<file path="src/rtl/tdm_mon_pkg.sv">
package tdm_mon_pkg;
  localparam int unsigned NCH   = 32;
  localparam int unsigned CH_W  = $clog2(NCH);
  localparam int unsigned DW    = 8;
  localparam int unsigned NPATH = 2;
  localparam int unsigned AW    = 4;

  localparam logic [AW-1:0] OFS_CTRL1 = 4'h0;
  localparam logic [AW-1:0] OFS_CTRL2 = 4'h1;
  localparam logic [AW-1:0] OFS_VEC   = 4'h2;
  localparam logic [AW-1:0] OFS_FLAG  = 4'h4;
  localparam logic [AW-1:0] OFS_IMG   = 4'h6;
  localparam logic [AW-1:0] OFS_MASK  = 4'h8;
  localparam logic [AW-1:0] OFS_PAT   = 4'hA;
  localparam logic [AW-1:0] OFS_SLOT  = 4'hC;

  localparam int unsigned CLR_BIT = 6;

  typedef struct packed {
    logic            en;
    logic            dyn;
    logic            tog;
    logic [DW-1:0]   mask;
    logic [DW-1:0]   pat;
    logic [CH_W-1:0] slot;
  } path_cfg_t;
endpackage

</file>
<file path="src/rtl/tdm_mon_cfg.sv">
module tdm_mon_cfg
  import tdm_mon_pkg::*;
(
  input  logic                        clk,
  input  logic                        rst_n,
  input  logic                        wr,
  input  logic [AW-1:0]               addr,
  input  logic [DW-1:0]               wdata,
  output path_cfg_t [NPATH-1:0]       cfg,
  output logic [DW-1:0]               vec,
  output logic                        clr_all,
  output logic [NPATH-1:0]            slot_wr,
  output logic [DW-1:0]               ctrl1_rd,
  output logic [DW-1:0]               ctrl2_rd
);
  logic [NPATH-1:0] en_q, dyn_q, tog_q;
  logic [DW-1:0]    vec_q;

  assign clr_all = wr && (addr == OFS_CTRL1) && wdata[CLR_BIT];

  always_ff @(posedge clk or negedge rst_n) begin
    if (!rst_n) begin
      en_q  <= '0;
      dyn_q <= '0;
      tog_q <= '0;
      vec_q <= '0;
    end else if (wr) begin
      if (addr == OFS_CTRL1) begin
        en_q  <= wdata[NPATH-1:0];
        dyn_q <= wdata[2*NPATH-1:NPATH];
      end
      if (addr == OFS_CTRL2) tog_q <= wdata[NPATH-1:0];
      if (addr == OFS_VEC)   vec_q <= wdata;
    end
  end

  for (genvar p = 0; p < NPATH; p++) begin : g_pcfg
    logic [DW-1:0]   mask_q, pat_q;
    logic [CH_W-1:0] slot_q;
    logic            hit_mask, hit_pat, hit_slot;
    assign hit_mask   = wr && (addr == OFS_MASK + AW'(p));
    assign hit_pat    = wr && (addr == OFS_PAT  + AW'(p));
    assign hit_slot   = wr && (addr == OFS_SLOT + AW'(p));
    assign slot_wr[p] = hit_slot;

    always_ff @(posedge clk or negedge rst_n) begin
      if (!rst_n) begin
        mask_q <= '0;
        pat_q  <= '0;
        slot_q <= '0;
      end else begin
        if (hit_mask) mask_q <= wdata;
        if (hit_pat)  pat_q  <= wdata;
        if (hit_slot) slot_q <= wdata[CH_W-1:0];
      end
    end

    assign cfg[p].en   = en_q[p];
    assign cfg[p].dyn  = dyn_q[p];
    assign cfg[p].tog  = tog_q[p];
    assign cfg[p].mask = mask_q;
    assign cfg[p].pat  = pat_q;
    assign cfg[p].slot = slot_q;
  end

  assign vec      = vec_q;
  assign ctrl1_rd = DW'({dyn_q, en_q});
  assign ctrl2_rd = DW'(tog_q);
endmodule

</file>
<file path="src/rtl/tdm_mon_path.sv">
module tdm_mon_path
  import tdm_mon_pkg::*;
(
  input  logic            clk,
  input  logic            rst_n,
  input  path_cfg_t       cfg,
  input  logic            slot_wr,
  input  logic            in_fire,
  input  logic [CH_W-1:0] in_chan,
  input  logic [DW-1:0]   in_data,
  input  logic            clr_all,
  input  logic            rd_flag,
  input  logic            rd_img,
  output logic            flag,
  output logic [DW-1:0]   image
);
  logic [DW-1:0] prev_q;
  logic          seen_q;
  logic          mine;
  logic [DW-1:0] rise, fall, ev;
  logic          static_hit, dyn_hit, event_now;

  assign mine       = in_fire && (in_chan == cfg.slot);
  assign rise       = ~prev_q & in_data;
  assign fall       = prev_q & ~in_data;
  assign ev         = cfg.mask & (cfg.tog ? (rise | fall)
                                          : ((cfg.pat & rise) | (~cfg.pat & fall)));
  assign static_hit = (in_data == cfg.pat);
  assign dyn_hit    = seen_q && (|ev);
  assign event_now  = mine && cfg.en && (cfg.dyn ? dyn_hit : static_hit);

  always_ff @(posedge clk or negedge rst_n) begin
    if (!rst_n) begin
      prev_q <= '0;
      seen_q <= 1'b0;
    end else if (slot_wr) begin
      seen_q <= 1'b0;
    end else if (mine) begin
      prev_q <= in_data;
      seen_q <= 1'b1;
    end
  end

  always_ff @(posedge clk or negedge rst_n) begin
    if (!rst_n) begin
      flag  <= 1'b0;
      image <= '0;
    end else begin
      if (event_now)             flag <= 1'b1;
      else if (clr_all || rd_flag) flag <= 1'b0;
      if (event_now)             image <= in_data;
      else if (clr_all || rd_img)  image <= '0;
    end
  end
endmodule

</file>
<file path="src/rtl/tdm_chan_irq_mon.sv">
module tdm_chan_irq_mon
  import tdm_mon_pkg::*;
(
  input  logic            clk,
  input  logic            rst_n,
  input  logic            in_valid,
  output logic            in_ready,
  input  logic [CH_W-1:0] in_chan,
  input  logic [DW-1:0]   in_data,
  input  logic            reg_wr,
  input  logic            reg_rd,
  input  logic [AW-1:0]   reg_addr,
  input  logic [DW-1:0]   reg_wdata,
  output logic [DW-1:0]   reg_rdata,
  input  logic            iack,
  output logic            irq_n
);
  path_cfg_t [NPATH-1:0] cfg;
  logic [DW-1:0]         vec, ctrl1_rd, ctrl2_rd;
  logic                  clr_all;
  logic [NPATH-1:0]      slot_wr, path_flag, path_en;
  logic [DW-1:0]         path_img [NPATH];
  logic                  in_fire;

  assign in_ready = 1'b1;
  assign in_fire  = in_valid && in_ready;

  tdm_mon_cfg u_cfg (
    .clk(clk), .rst_n(rst_n), .wr(reg_wr), .addr(reg_addr), .wdata(reg_wdata),
    .cfg(cfg), .vec(vec), .clr_all(clr_all), .slot_wr(slot_wr),
    .ctrl1_rd(ctrl1_rd), .ctrl2_rd(ctrl2_rd)
  );

  for (genvar p = 0; p < NPATH; p++) begin : g_path
    logic rd_flag, rd_img;
    assign rd_flag    = reg_rd && !iack && (reg_addr == OFS_FLAG + AW'(p));
    assign rd_img     = reg_rd && !iack && (reg_addr == OFS_IMG  + AW'(p));
    assign path_en[p] = cfg[p].en;
    tdm_mon_path u_path (
      .clk(clk), .rst_n(rst_n), .cfg(cfg[p]), .slot_wr(slot_wr[p]),
      .in_fire(in_fire), .in_chan(in_chan), .in_data(in_data),
      .clr_all(clr_all), .rd_flag(rd_flag), .rd_img(rd_img),
      .flag(path_flag[p]), .image(path_img[p])
    );
  end

  assign irq_n = !(|(path_flag & path_en));

  always_comb begin
    reg_rdata = '0;
    if (iack) begin
      reg_rdata = {vec[DW-1:1], !(path_flag[0] && path_en[0])};
    end else begin
      case (reg_addr)
        OFS_CTRL1: reg_rdata = ctrl1_rd;
        OFS_CTRL2: reg_rdata = ctrl2_rd;
        OFS_VEC:   reg_rdata = vec;
        default: begin
          for (int p = 0; p < NPATH; p++) begin
            if (reg_addr == OFS_FLAG + AW'(p)) reg_rdata = DW'(path_flag[p]);
            if (reg_addr == OFS_IMG  + AW'(p)) reg_rdata = path_img[p];
            if (reg_addr == OFS_MASK + AW'(p)) reg_rdata = cfg[p].mask;
            if (reg_addr == OFS_PAT  + AW'(p)) reg_rdata = cfg[p].pat;
            if (reg_addr == OFS_SLOT + AW'(p)) reg_rdata = DW'(cfg[p].slot);
          end
        end
      endcase
    end
  end
endmodule

</file>
<file path="config.mk">
export PLATFORM = sky130hd
export DESIGN_NAME = tdm_chan_irq_mon
export DESIGN_NICKNAME = d
export VERILOG_FILES = /design/src/rtl/tdm_mon_pkg.sv /design/src/rtl/tdm_mon_cfg.sv /design/src/rtl/tdm_mon_path.sv /design/src/rtl/tdm_chan_irq_mon.sv
export SDC_FILE = /design/constraint.sdc
export NUM_CORES = 1
export LEC_CHECK = 0
export ABC_AREA = 1
export ABC_CLOCK_PERIOD_IN_PS = 1700
export CAP_MARGIN = 20
export CORE_MARGIN = 2
export CORE_UTILIZATION = 46
export CTS_CLUSTER_DIAMETER = 60
export CTS_CLUSTER_SIZE = 40
export DETAILED_ROUTE_END_ITERATION = 8
export GPL_ROUTABILITY_DRIVEN = 1
export PLACE_DENSITY = 0.68
export REMOVE_ABC_BUFFERS = 1
export SLEW_MARGIN = 20
export SYNTH_ARGS = -nofsm -noshare
export SYNTH_HDL_FRONTEND = slang
export SYNTH_SLANG_ARGS = --single-unit
</file>
<file path="constraint.sdc">
create_clock -name clk -period 1.7 [get_ports clk]
set_input_delay 0.34 -clock clk [delete_from_list [all_inputs] [get_ports clk]]
set_output_delay 0.34 -clock clk [all_outputs]
set_load 0.02 [all_outputs]
</file>
==> flow_summary.ini <==
[sta]
period_share = 1.132
fin_ws_ns = -0.2237
setup_viol = 24
rsz0062_at_grt = true
fmax_mhz = 519.8
finClkSkew_ns = 0.006423
hold_viol = 0
drv_slew = 0
min_period_ns = 1.924

[setup_path]
slowest_stage = nor2_2
rr_worst_depth = 15
r2r_slack_ns = -0.14
cp_common_cell = nand2_1
worstReg2RegStart = g_path[1].u_path.prev_q[3]$_DFFE_PN0P_
crit_path_end_kind = output pin
critical_path.max_fanout = 8
arrival_ns = 1.58
cp-endpoint = reg_rdata[3]
crit_family = simple AND/OR/NAND/NOR gates
worstSetupPathType = input port to output pin
path_cells = buf_12 -> nor2_2 -> nand2_4 -> o21ai_1 -> nor2_1 -> o21bai_1 -> nand2_1 -> nand3_1 -> nand2_1 -> nand2_2 -> buf_6
slowest_delay_ns = 0.21
cp.depth = 11
crit_buf_inv = 2
required_ns = 1.36
startpoint_type = input port
regToRegEndpoint = g_path[1].u_path.image[5]$_DFFE_PN0P_
crit_start = reg_addr[0]

[synth]
syn_avg_cell_area_um2 = 7.043
yosysMostFrequentCell = nand2_1
synth.distinct_cells = 31
synth_area_um2 = 5698
ys.flop_type = dfrtp_1
yosysWarnings = 0
yosys-top-cells-area = dfrtp_1 (40%), nand2_1 (17%), inv_1 (8.8%)
synth_top_area_cell = dfrtp_1
synth_common_cells = nand2_1 (262), inv_1 (133), dfrtp_1 (92), o21ai_0 (91), nand3_1 (63)
synth-async-reset-ratio = 1.000
synth_seq_area_share = 0.4040
ys_ff_latch = 92
yosysTopAreaCellShare = 0.4040
synthCells = 809
synth-edff-count = 0

[placement]
place_area_um2 = 7336
place_ws_ns = -1.200
hpwl_um = 15150
port_buffers = 39
routabilityCongestion = 0.9867

[detailed_routing]
ant_nets = 0
drt_iter0_markers = 507
vias = 6195
routed_wl_um = 20890
drc = 0
vias_per_cell = 5.259
firstDrtPassIters = 5
wl_per_cell_um = 17.74

[cts]
cts_buffer_depth = 2
cts_tree = built
cts_buffers = 9
clock_latency_ns = 0.36
cts.clk_slew.worst_paths_ns = 0.07
cts_sinks = 92
clockRootBuffer = clkbuf_16
h-tree-depth = 3

[final_layout]
synthToLayoutAreaGrowth_pct = 48.07
drive_gt1_frac = 0.3119
stdcell_area_um2 = 8437
antennaDiodeCount = 0
finalNetCount = 1068
fin_util = 0.6995

[global_route]
grt_max_degree = 39
track_usage = 0.3227
overflow = 0
antenna_found_initial = 0
grt_pass1_wl_um = 31950
grt_pass1_vias = 6163

[floorplan]
die_y_um = 115.3
core_area_um2 = 12060
die_w_um = 115.3
io_pins = 41
initial_core_util = 0.4724
rows = 40
die_area_um2 = 13290

[pwr]
power.leakage_nw = 4.395
peakVddDrop_v = 0.0008497
power.total_mw = 9.033
power.density_nw_per_um2 = 1071

[worst_hold_path]
hold_path.class = input port to async pin

[status]
status = finished with violations
violations = negative setup slack

[job]
maxCapViolCount = 0
-- through the flow --
step	instances	hold slack, ns	TNS [ns]
floorplan	798	0.04441	0
global route	1178	0.4783	-4.423
CTS	1167	0.4620	-1.755
finish	1178	0.4493	-2.782
detailed placement	1139	0.2929	-43.59
global placement	1139	0.2844	-38.81
-- per-layer routing --
metal,track usage,wire (µm),vias up,part of all wire
met2,0.5333,9921,238,0.47
met1,0.4183,8658,2955,0.41
met4,0.1341,726,0,0.035
li1,-,-,2947,-
met3,0.05851,1585,55,0.076
met5,0,0,-,0
-- how the worst min path moves through the flow --
stage	cells past startpoint	slack, ns	end	from
6_report	2	0.45	u_cfg.g_pcfg[0].mask_q[3]$_DFFE_PN0P_	rst_n
5_1_grt	2	0.48	g_path[0].u_path.prev_q[0]$_DFFE_PN0P_	rst_n
4_1_cts	2	0.46	g_path[0].u_path.prev_q[0]$_DFFE_PN0P_	rst_n
3_5_place_dp	1	0.29	g_path[0].u_path.prev_q[0]$_DFFE_PN0P_	rst_n
3_3_place_gp	1	0.28	g_path[0].u_path.prev_q[0]$_DFFE_PN0P_	rst_n
2_1_floorplan	0	0.04	g_path[0].u_path.flag$_DFFE_PN0P_	rst_n
-- state kept, by name, summed over array words and instances (netlist names), 8 cells and up --
signal                count
g_path.u_path.image      16
g_path.u_path.prev_q     16
u_cfg.g_pcfg.mask_q      16
u_cfg.g_pcfg.pat_q       16
u_cfg.g_pcfg.slot_q      10
u_cfg.vec                 8
-- what timing repair did --
action / CTS / global route
setup endpoints to repair: 45 / 32
pin swaps: 66 / 53
hold buffers: 1 / 0
setup buffers: 8 / 11
hold endpoints to repair: 23 / 0
resized for setup: 201 / 63
cloned: 3 / 0
-- report_power, final --
part / total (mW) / internal, mW / switching [mW]
clock network: 2.21 / 1.29 / 0.917
logic: 3.62 / 1.67 / 1.95
registers: 3.20 / 2.74 / 0.460
-- cell usage in the layout, fill, tap and decap left out, types with 3 or more instances in the layout --
master             n
nand2_1          236
buf_4            128
inv_1            114
dfrtp_1           92
o21ai_0           77
nand3_1           38
nor2_1            32
buf_6             28
ha_1              27
nand3_2           24
nand2_2           21
inv_2             19
o21ai_1           19
clkdlybuf4s50_1   17
nand2_4           14
nor2_4            11
nand4_1           10
a21oi_1            9
clkbuf_16          9
buf_12             9
nor2_2             8
dlygate4sd2_1      7
o211ai_1           6
o21ai_2            6
a21oi_2            5
ha_4               4
inv_4              3
o21bai_1           3
-- final cells by class --
| type | instances | area, µm² |
|---|---|---|
| multi-input combinational | 571 | 3348 |
| tap | 168 | 210.2 |
| clock buffer | 10 | 229.0 |
| timing repair buffer | 193 | 1723 |
| clock inverter | 6 | 88.84 |
| sequential | 92 | 2302 |
| fill | 988 | 3625 |
| inverter | 138 | 535.5 |
-- logic make-up after synthesis --
group                      Yosys count  synth area share
DFF                                 92            0.4040
buffers and inverters              149            0.1004
and+or+nand+nor                    401            0.2949
adders and majority gates           32           0.07027
other                                1         0.0006581
AOI/OAI and AO/OA                  131            0.1252
xor gates and xnor gates             3          0.004612
Power figures use the tool's default switching activity.
